--- src/rtl/tcd_pkg.sv ---
package tcd_pkg;
  // Width of the thermometer word handled by this decoder family.
  localparam int TCD_W = 12;

  // Bits needed to count 0..w inclusive.
  function automatic int tcd_level_bits(input int w);
    return $clog2(w + 1);
  endfunction
endpackage

--- src/rtl/tcd_gap_detect.sv ---
// Flags any adjacent bit pair where the upper bit is set and the lower is clear.
module tcd_gap_detect #(
  parameter int W = 12
) (
  input  logic [W-1:0] word_i,
  output logic         gap_o
);
  logic [W-2:0] pair_bad;

  for (genvar i = 0; i < W - 1; i++) begin : g_pair
    assign pair_bad[i] = word_i[i+1] & ~word_i[i];
  end

  assign gap_o = |pair_bad;
endmodule

--- src/rtl/tcd_top_index.sv ---
// Level = position of highest set bit plus one (0 when the word is empty).
// Equals the run length whenever the word is well formed.
module tcd_top_index #(
  parameter int W  = 12,
  parameter int OW = 4
) (
  input  logic [W-1:0]  word_i,
  output logic [OW-1:0] level_o
);
  always_comb begin
    level_o = '0;
    for (int i = 0; i < W; i++) begin
      if (word_i[i]) level_o = OW'(i + 1);
    end
  end
endmodule

--- src/rtl/tcd_out_select.sv ---
// Saturates the level to full scale when the word is corrupt.
module tcd_out_select #(
  parameter int W  = 12,
  parameter int OW = 4
) (
  input  logic [OW-1:0] level_i,
  input  logic          gap_i,
  output logic [OW-1:0] level_o,
  output logic          err_o
);
  localparam logic [OW-1:0] FULL = OW'(W);

  always_comb begin
    err_o   = gap_i;
    level_o = gap_i ? FULL : level_i;
  end
endmodule

--- src/rtl/tcd_thermo_decoder.sv ---
module tcd_thermo_decoder #(
  parameter int W  = tcd_pkg::TCD_W,
  localparam int OW = tcd_pkg::tcd_level_bits(W)
) (
  input  logic [W-1:0]  therm_in,
  output logic [OW-1:0] level_out,
  output logic          bubble_err
);
  logic          gap;
  logic [OW-1:0] raw_level;

  tcd_gap_detect #(.W(W)) u_gap (
    .word_i (therm_in),
    .gap_o  (gap)
  );

  tcd_top_index #(.W(W), .OW(OW)) u_idx (
    .word_i  (therm_in),
    .level_o (raw_level)
  );

  tcd_out_select #(.W(W), .OW(OW)) u_sel (
    .level_i (raw_level),
    .gap_i   (gap),
    .level_o (level_out),
    .err_o   (bubble_err)
  );
endmodule

--- config.mk ---
export PLATFORM = sky130hd
export DESIGN_NAME = tcd_thermo_decoder
export DESIGN_NICKNAME = d
export VERILOG_FILES = /design/src/rtl/tcd_pkg.sv /design/src/rtl/tcd_gap_detect.sv /design/src/rtl/tcd_top_index.sv /design/src/rtl/tcd_out_select.sv /design/src/rtl/tcd_thermo_decoder.sv
export SDC_FILE = /design/constraint.sdc
export NUM_CORES = 1
export LEC_CHECK = 0
export CAP_MARGIN = 15
export CORE_AREA = 5 5 42 44
export DETAILED_ROUTE_END_ITERATION = 6
export DIE_AREA = 0 0 47 49
export DONT_BUFFER_PORTS = 1
export PLACE_DENSITY = 0.39
export SYNTH_ARGS = -nofsm -noshare
export SYNTH_HDL_FRONTEND = slang
export SYNTH_HIERARCHICAL = 1
export SYNTH_SLANG_ARGS = --single-unit
--- constraint.sdc ---
create_clock -name vclk -period 3.45
set_input_delay 0.345 -clock vclk [all_inputs]
set_output_delay 0.345 -clock vclk [all_outputs]
set_load 0.01 [all_outputs]
After elaboration in Yosys (flattened, before gate mapping)
Cells that the tools add are included.

operators by class
  multiplexer cells = 13
  bitwise logic cells = 22
  reductions and logical operators = 1

operators by type and width
  cell              count
  $mux 4            6
  $mux 3            4
  $and 1x1->1       11
  $not 1->1         11
  $reduce_or 11->1  1
  $mux 2            2
  $mux 1            1

word-level totals
  register bits = 0
  input port bits = 12
  output and inout bits = 5
  logic and storage cells = 36

Longest topological paths before layout
Gate-level depths: netlist (run 1).

  depth in word-level cells = 13
  depth in mapped cells = 5

Modules after synthesis
The synthesis (run 1) kept the hierarchy.

modules (own cells, without submodules)
  module          instances  cells each  area each (um^2)
  tcd_gap_detect  1          14          105.1
  tcd_top_index   1          18          100.1
  tcd_out_select  1          5           32.5

Worst setup path before layout (run 1)
Ideal clock, no wire load.

  kind = in2out
  start point = input therm_in[4]
  end point = output level_out[2]
  data arrival time = 1.296 ns
  required time = 3.105 ns
  setup slack = 1.809 ns
  cell stages on the path = 3
  buffers on the path = 0
  cells stage by stage = or4_1 > a31o_1 > or2_1

on the way
  longest elaborated chain between the ends = 9

ends and longest elaborated chain
  element              line                      RTL
  start: declaration   tcd_thermo_decoder.sv:5   input logic [W-1:0] therm_in,
  $mux 3 (3 in a row)  tcd_top_index.sv:13       if (word_i[i]) level_o = OW'(i + 1);
  $mux 4 (5 in a row)  tcd_top_index.sv:13
  via raw_level[2]     tcd_thermo_decoder.sv:10  logic [OW-1:0] raw_level;
  $mux 4               tcd_out_select.sv:15      level_o = gap_i ? FULL : level_i;
  end: declaration     tcd_thermo_decoder.sv:6   output logic [OW-1:0] level_out,

The timed path passes the listed nets, and every way through them passes these cells.

Worst setup path in the final report (run 1)
  start point = input therm_in[1]
  end point = output level_out[2]

on the way
  longest elaborated chain between the ends = 4

ends and longest elaborated chain
  element               line                     RTL
  $not 1->1             tcd_gap_detect.sv:11     assign pair_bad[i] = word_i[i+1] & ~word_i[i];
  $and 1x1->1           tcd_gap_detect.sv:11
  $reduce_or 11->1 (*)  tcd_gap_detect.sv:14     assign gap_o = |pair_bad;
  via bubble_err        tcd_thermo_decoder.sv:7  output logic bubble_err
  $mux 4 (*)            tcd_out_select.sv:15

Mark *: on every way through the listed nets, which the timed path passes. The rest lies on a longest branch.

==> results of run 1 <==
[how the worst min path moves through the flow]
stage / start / end / slack (ns) / cells past startpoint
final: therm_in[11] / level_out[1] / 0.86 / 2
after CTS: therm_in[11] / level_out[1] / 0.86 / 2
after global placement: therm_in[11] / level_out[1] / 0.86 / 2
after floorplan: therm_in[11] / level_out[1] / 0.85 / 2
after global routing: therm_in[11] / level_out[1] / 0.87 / 2
after detailed placement: therm_in[11] / level_out[1] / 0.86 / 2
[power by group]
| group | total, W | switching, W | internal [W] |
|---|---|---|---|
| Combinational | 0.0000177 | 0.00000754 | 0.0000101 |
| Sequential | 0 | 0 | 0 |
| Clock | 0 | 0 | 0 |
| Total | 0.0000177 | 0.00000754 | 0.0000101 |
[critical path: cells and delay by family]
family | cells | cell delay, ns
simple gates | 4 | 1.05
[per-layer routing]
layer | wire length (µm) | up-vias
met1 | 263 | 102
met5 | 0 | -
met2 | 260 | 18
li1 | - | 129
met4 | 0 | 0
met3 | 152 | 0
[per-stage QoR]
step | cells | area (µm²) | utilization (%)
after global routing | 52 | 250 | 17.9
final | 52 | 250 | 17.9
after detailed placement | 52 | 250 | 17.9
after CTS | 52 | 250 | 17.9
after global placement | 52 | 250 | 17.9
after floorplan | 37 | 238 | -
[layout by cell type, fill, tap and decap left out, types with 2 or more instances in the layout]
cell,instances
a21oi_1,3
inv_1,2
nor2_1,3
nor2b_1,9
nor3_1,2
nor4_2,2
o21ai_0,3
or2_1,2
[area by class of cell]
cell class                      count  area [µm²]
Fill cell                         172        1150
Multi-Input combinational cell     34         223
Tap cell                           16        20.0
Inverter                            2        7.51
[cell usage after synthesis]
| master | count |
|---|---|
| a21oi_1 | 3 |
| a31o_1 | 1 |
| and2b_1 | 1 |
| buf_4 | 1 |
| inv_1 | 2 |
| nand2_1 | 1 |
| nand2b_1 | 1 |
| nand3b_1 | 1 |
| nand4_1 | 1 |
| nor2_1 | 3 |
| nor2b_1 | 9 |
| nor2b_4 | 1 |
| nor3_1 | 2 |
| nor4_2 | 2 |
| o21ai_0 | 3 |
| o31a_1 | 1 |
| o31ai_1 | 1 |
| or2_1 | 2 |
| or4_1 | 1 |
[logic make-up (layout without fill, tap and decap cells)]
| logic type | after synthesis | in the layout | share of synthesized area (%) |
|---|---|---|---|
| simple gates | 25 | 25 | 70.5 |
| compound gates | 9 | 9 | 23.2 |
| buf+inv | 3 | 2 | 6.32 |
==> results.py, run 1 <==
metrics = {
    "worst_setup_path": {
        "cp-end-kind": "output pin",
        "crit_arrival_ns": 1.40,
        "worstPathRequired_ns": 3.11,
        "slowest_stage": "or2_1",
        "crit_path_end": "level_out[2]",
        "cp_cell_sequence": "nor2b_1, nor4_2, nand4_1, or2_1",
        "slowest_delay_ns": 0.36,
        "critPathMaxFanout": 5,
        "cp-start-kind": "input port",
        "crit_type": "in -> out",
        "cp-startpoint": "therm_in[1]",
    },
    "power_and_ir_drop": {
        "pwr_density_cell_nw_per_um2": 70.6,
        "ir_drop_v": 0.0000169,
        "total_power_w": 0.0000177,
        "p_leak_nw": 0.0753,
    },
    "grt": {
        "grt_pass1_vias": 255,
        "use_met1_pct": 8.26,
        "antenna_found_initial": 0,
        "grtUsageMet2_pct": 8.37,
        "grt_overflow": 0,
        "met3_usage_pct": 3.32,
        "grt_max_degree": 7,
        "grt.busiest_layer": "met2",
        "grt_pass1_wl_um": 1080,
        "grt_usage_pct": 5.89,
    },
    "place": {
        "place_ws_ns": 1.68,
        "io_buffers": 0,
        "gp_congestion": 0.709,
        "dp_hpwl_um": 571,
    },
    "floorplanning": {
        "dieArea_um2": 2300,
        "num_rows": 14,
        "dieHeight_um": 49,
        "core_area_um2": 1400,
        "pin_count": 17,
        "die_w_um": 47,
        "initial_utilization_pct": 17.0,
    },
    "timing": {
        "tightest_slew_ns": 0.293,
        "setup_tns_ns": 0,
        "final-hold-violation-count": 0,
        "min_period_ns": 1.74,
        "fmax_mhz": 573,
        "setup_viol": 0,
        "setup_slack_ns": 1.71,
        "rsz0062_at_grt": "false",
        "post-route-period-util_pct": 50.6,
        "slew_violations": 0,
        "holdWs_ns": 0.859,
        "relSlewSlack_pct": 80.4,
    },
    "routing": {
        "drc": 0,
        "dr.pass1.iters": 4,
        "ant_nets": 0,
        "wl_per_cell_um": 13.0,
        "routed_wl_um": 676,
        "via_per_inst": 4.79,
        "vias": 249,
        "drt-initial-drc-count": 14,
    },
    "synth": {
        "synth_area_um2": 238,
        "yosysSeqAreaShare_pct": 0,
        "synthTopCellsByArea": "nor2b_1, nor4_2, a21oi_1, o21ai_0, nor2b_4",
        "synth_nets": 49,
        "syn_inst": 37,
        "synth-warning-count": 6,
        "ys_types": 19,
        "avgSynthCellArea_um2": 6.43,
        "yosysTopAreaCellShare_pct": 23.7,
        "synth_top_area_cell": "nor2b_1",
    },
    "clocking": {
        "post_cts_buffers": 0,
        "ctsResizeCount": 0,
        "cts_hold_buf": 0,
    },
    "cells_and_area": {
        "nNetsFinal": 50,
        "diodes": 0,
        "seq_cells": 0,
        "syn2layout_area_growth_pct": 5.26,
        "drive_above_1_share_pct": 8.33,
        "nClkBuffers": 0,
        "regArea_um2": 0,
    },
    "outcome": {
        "status": "complete, no violations",
    },
    "run": {
        "max-cap-violations": 0,
    },
    "worst_hold_path": {
        "hold_path_class": "in -> out",
    },
}
Note: power is estimated with default switching activity, not from simulation.
==> run 2, diff against run 1 <==
--- a/config.mk
+++ b/config.mk
@@ -5,12 +5,13 @@
 export SDC_FILE = /design/constraint.sdc
 export NUM_CORES = 1
 export LEC_CHECK = 0
+export ABC_AREA = 1
 export CAP_MARGIN = 15
 export CORE_AREA = 5 5 42 44
 export DETAILED_ROUTE_END_ITERATION = 6
 export DIE_AREA = 0 0 47 49
 export DONT_BUFFER_PORTS = 1
-export PLACE_DENSITY = 0.39
+export PLACE_DENSITY = 0.41
 export SYNTH_ARGS = -nofsm -noshare
 export SYNTH_HDL_FRONTEND = slang
 export SYNTH_HIERARCHICAL = 1
==> constraint.sdc (replaced) <==
create_clock -name vclk -period 1.5
set_input_delay 0.15 -clock vclk [all_inputs]
set_output_delay 0.15 -clock vclk [all_outputs]
set_load 0.01 [all_outputs]
==> results.py, run 2 <==
metrics = {
    "timing": {
        "rsz0062_at_grt": "false",
        "tightest_slew_ns": 0.254,
        "setup_viol": 0,
        "relSlewSlack_pct": 82.9,
        "final-hold-violation-count": 0,
        "setup_tns_ns": 0,
        "holdWs_ns": 0.410,
        "post-route-period-util_pct": 71.8,
        "slew_violations": 0,
        "fmax_mhz": 929,
        "min_period_ns": 1.08,
    },
    "routing": {
        "ant_nets": 0,
        "dr.pass1.iters": 2,
        "drt-initial-drc-count": 2,
        "routed_wl_um": 638,
        "via_per_inst": 4.01,
        "vias": 305,
        "wl_per_cell_um": 8.39,
        "drc": 0,
    },
    "cells_and_area": {
        "regArea_um2": 0,
        "seq_cells": 0,
        "final_common_cell": "nand2_1",
        "fill_cells": 172,
        "finish.instance_area_um2": 268,
        "nNetsFinal": 74,
        "nClkBuffers": 0,
        "fin_cells": 76,
        "diodes": 0,
        "drive_above_1_share_pct": 1.67,
        "syn2layout_area_growth_pct": 4.90,
        "final_cell_mix": "nand2_1, inv_1, nor2_1",
        "final_util_pct": 19.1,
    },
    "worst_setup_path": {
        "cp_cell_sequence": "inv_1, nand2_1, nand2_1, nand2_1, nand2_1, nand2_1, nand2_1, nand2_1, nand2_1, nand2_1, a21oi_2, inv_1, nor2_1",
        "critPathMaxFanout": 4,
        "cp-end-kind": "output pin",
        "worstPathRequired_ns": 1.35,
        "crit_type": "in -> out",
        "slowest_stage": "nor2_1",
        "slowest_delay_ns": 0.17,
        "crit_arrival_ns": 0.93,
        "path_common_cell": "nand2_1",
        "cp-start-kind": "input port",
    },
    "place": {
        "gp_congestion": 0.755,
        "placed_area_um2": 268,
        "dp_hpwl_um": 592,
        "io_buffers": 0,
        "dp.cells": 76,
    },
    "grt": {
        "grt_pass1_vias": 260,
        "grt_pass1_wl_um": 1010,
        "antenna_found_initial": 0,
        "grt_overflow": 0,
        "grt_max_degree": 5,
        "grt_usage_pct": 5.54,
    },
    "synth": {
        "synth_area_um2": 255,
        "synth-warning-count": 6,
        "synth.cells.most_frequent": "nand2_1, inv_1, nor2_1",
        "syn_inst": 61,
        "synth_top_area_cell": "nand2_1",
        "synth_nets": 73,
        "yosysTopAreaCellShare_pct": 30.9,
        "synthTopCellsByArea": "nand2_1, inv_1, nor2_1, nand3_1, a21oi_1",
        "avgSynthCellArea_um2": 4.18,
        "yosysMostFrequentCell": "nand2_1",
        "yosysSeqAreaShare_pct": 0,
        "ys_types": 11,
    },
    "floorplanning": {
        "pin_count": 17,
        "die_w_um": 47,
        "num_rows": 14,
        "dieHeight_um": 49,
        "dieArea_um2": 2300,
        "core_area_um2": 1400,
        "initial_utilization_pct": 18.2,
    },
    "worst_hold_path": {
        "hold_start": "therm_in[11]",
        "hold_path_depth": 3,
        "hold_path_class": "in -> out",
        "worstHoldEndpoint": "level_out[0]",
    },
    "power_and_ir_drop": {
        "comb_power_share_pct": 100.0,
        "internal_power_w": 0.0000186,
        "sw_frac_of_total_pct": 56.9,
        "p_leak_nw": 0.185,
        "seqPwrFrac_pct": 0,
        "netSwitchingPower_w": 0.0000245,
        "ir_drop_v": 0.0000442,
        "pwr_density_cell_nw_per_um2": 161,
        "pwr-share-clk_pct": 0,
    },
    "clocking": {
        "ctsResizeCount": 0,
        "post_cts_buffers": 0,
        "cts_hold_buf": 0,
    },
    "run": {
        "max-cap-violations": 0,
    },
    "outcome": {
        "status": "complete, no violations",
    },
}
## run 2: cell count changes after synthesis, moves of 2 or more
cell     delta
or2_1       -2
nor3_1      -2
o21ai_1     +2
inv_1      +18
nor4_2      -2
nor2_1      +4
nand3_1     +3
nor2b_1     -9
nand2_1    +20
## run 2: critical path: cells and delay by family
family	cells	cell delay, ns
and+or+nand+nor	10	0.60
AOI/OAI and AO/OA	1	0.10
buffers and inverters	2	0.07
## run 2: kinds of logic after synthesis
kind of cell | after synthesis | share of synthesized area (%)
AOI/OAI and AO/OA | 8 | 18.1
buffers and inverters | 21 | 32.4
and+or+nand+nor | 32 | 49.5
## run 2: worst max-delay path by stage
| stage | cells after the start | to | startpoint | slack, ns |
|---|---|---|---|---|
| finish | 13 | level_out[0] | therm_in[1] | 0.42 |
| global route | 13 | level_out[0] | therm_in[1] | 0.27 |
| CTS | 13 | level_out[0] | therm_in[1] | 0.39 |
| detailed placement | 13 | level_out[0] | therm_in[1] | 0.39 |
| global placement | 13 | level_out[0] | therm_in[1] | 0.41 |
| floorplan | 13 | level_out[0] | therm_in[1] | 0.49 |
## run 2: area by class of cell
| class | count | area, µm² | area share, % |
|---|---|---|---|
| inverters | 20 | 75.1 | 28.0 |
| well taps | 16 | 20.0 | 7.48 |
| multi-input cells | 40 | 173 | 64.5 |
## run 2: metal layers
| layer | track usage [%] | share of wire, % | vias up | routed length (µm) |
|---|---|---|---|---|
| li1 | - | - | 174 | - |
| met1 | 6.09 | 41 | 124 | 262 |
| met2 | 10.6 | 54 | 7 | 342 |
| met3 | 1.48 | 5.3 | 0 | 34 |
| met4 | 0 | 0 | 0 | 0 |
| met5 | 0 | 0 | - | 0 |
## run 2: power by group through the flow
stage	sequential [W]	clock [W]	combinational [W]
3_3_place_gp	0	0	0.0000435
5_1_grt	0	0	0.0000517
6_report	0	0	0.0000431
4_1_cts	0	0	0.0000440
2_1_floorplan	0	0	0.0000388
3_5_place_dp	0	0	0.0000438
## run 2: through the flow
| stage | total power (W) | worst slack (ns) |
|---|---|---|
| 2_1_floorplan | 0.0000388 | 0.490 |
| 3_3_place_gp | 0.0000435 | 0.408 |
| 3_5_place_dp | 0.0000438 | 0.395 |
| 4_1_cts | 0.0000440 | 0.393 |
| 5_1_grt | 0.0000517 | 0.270 |
| 6_report | 0.0000431 | 0.423 |
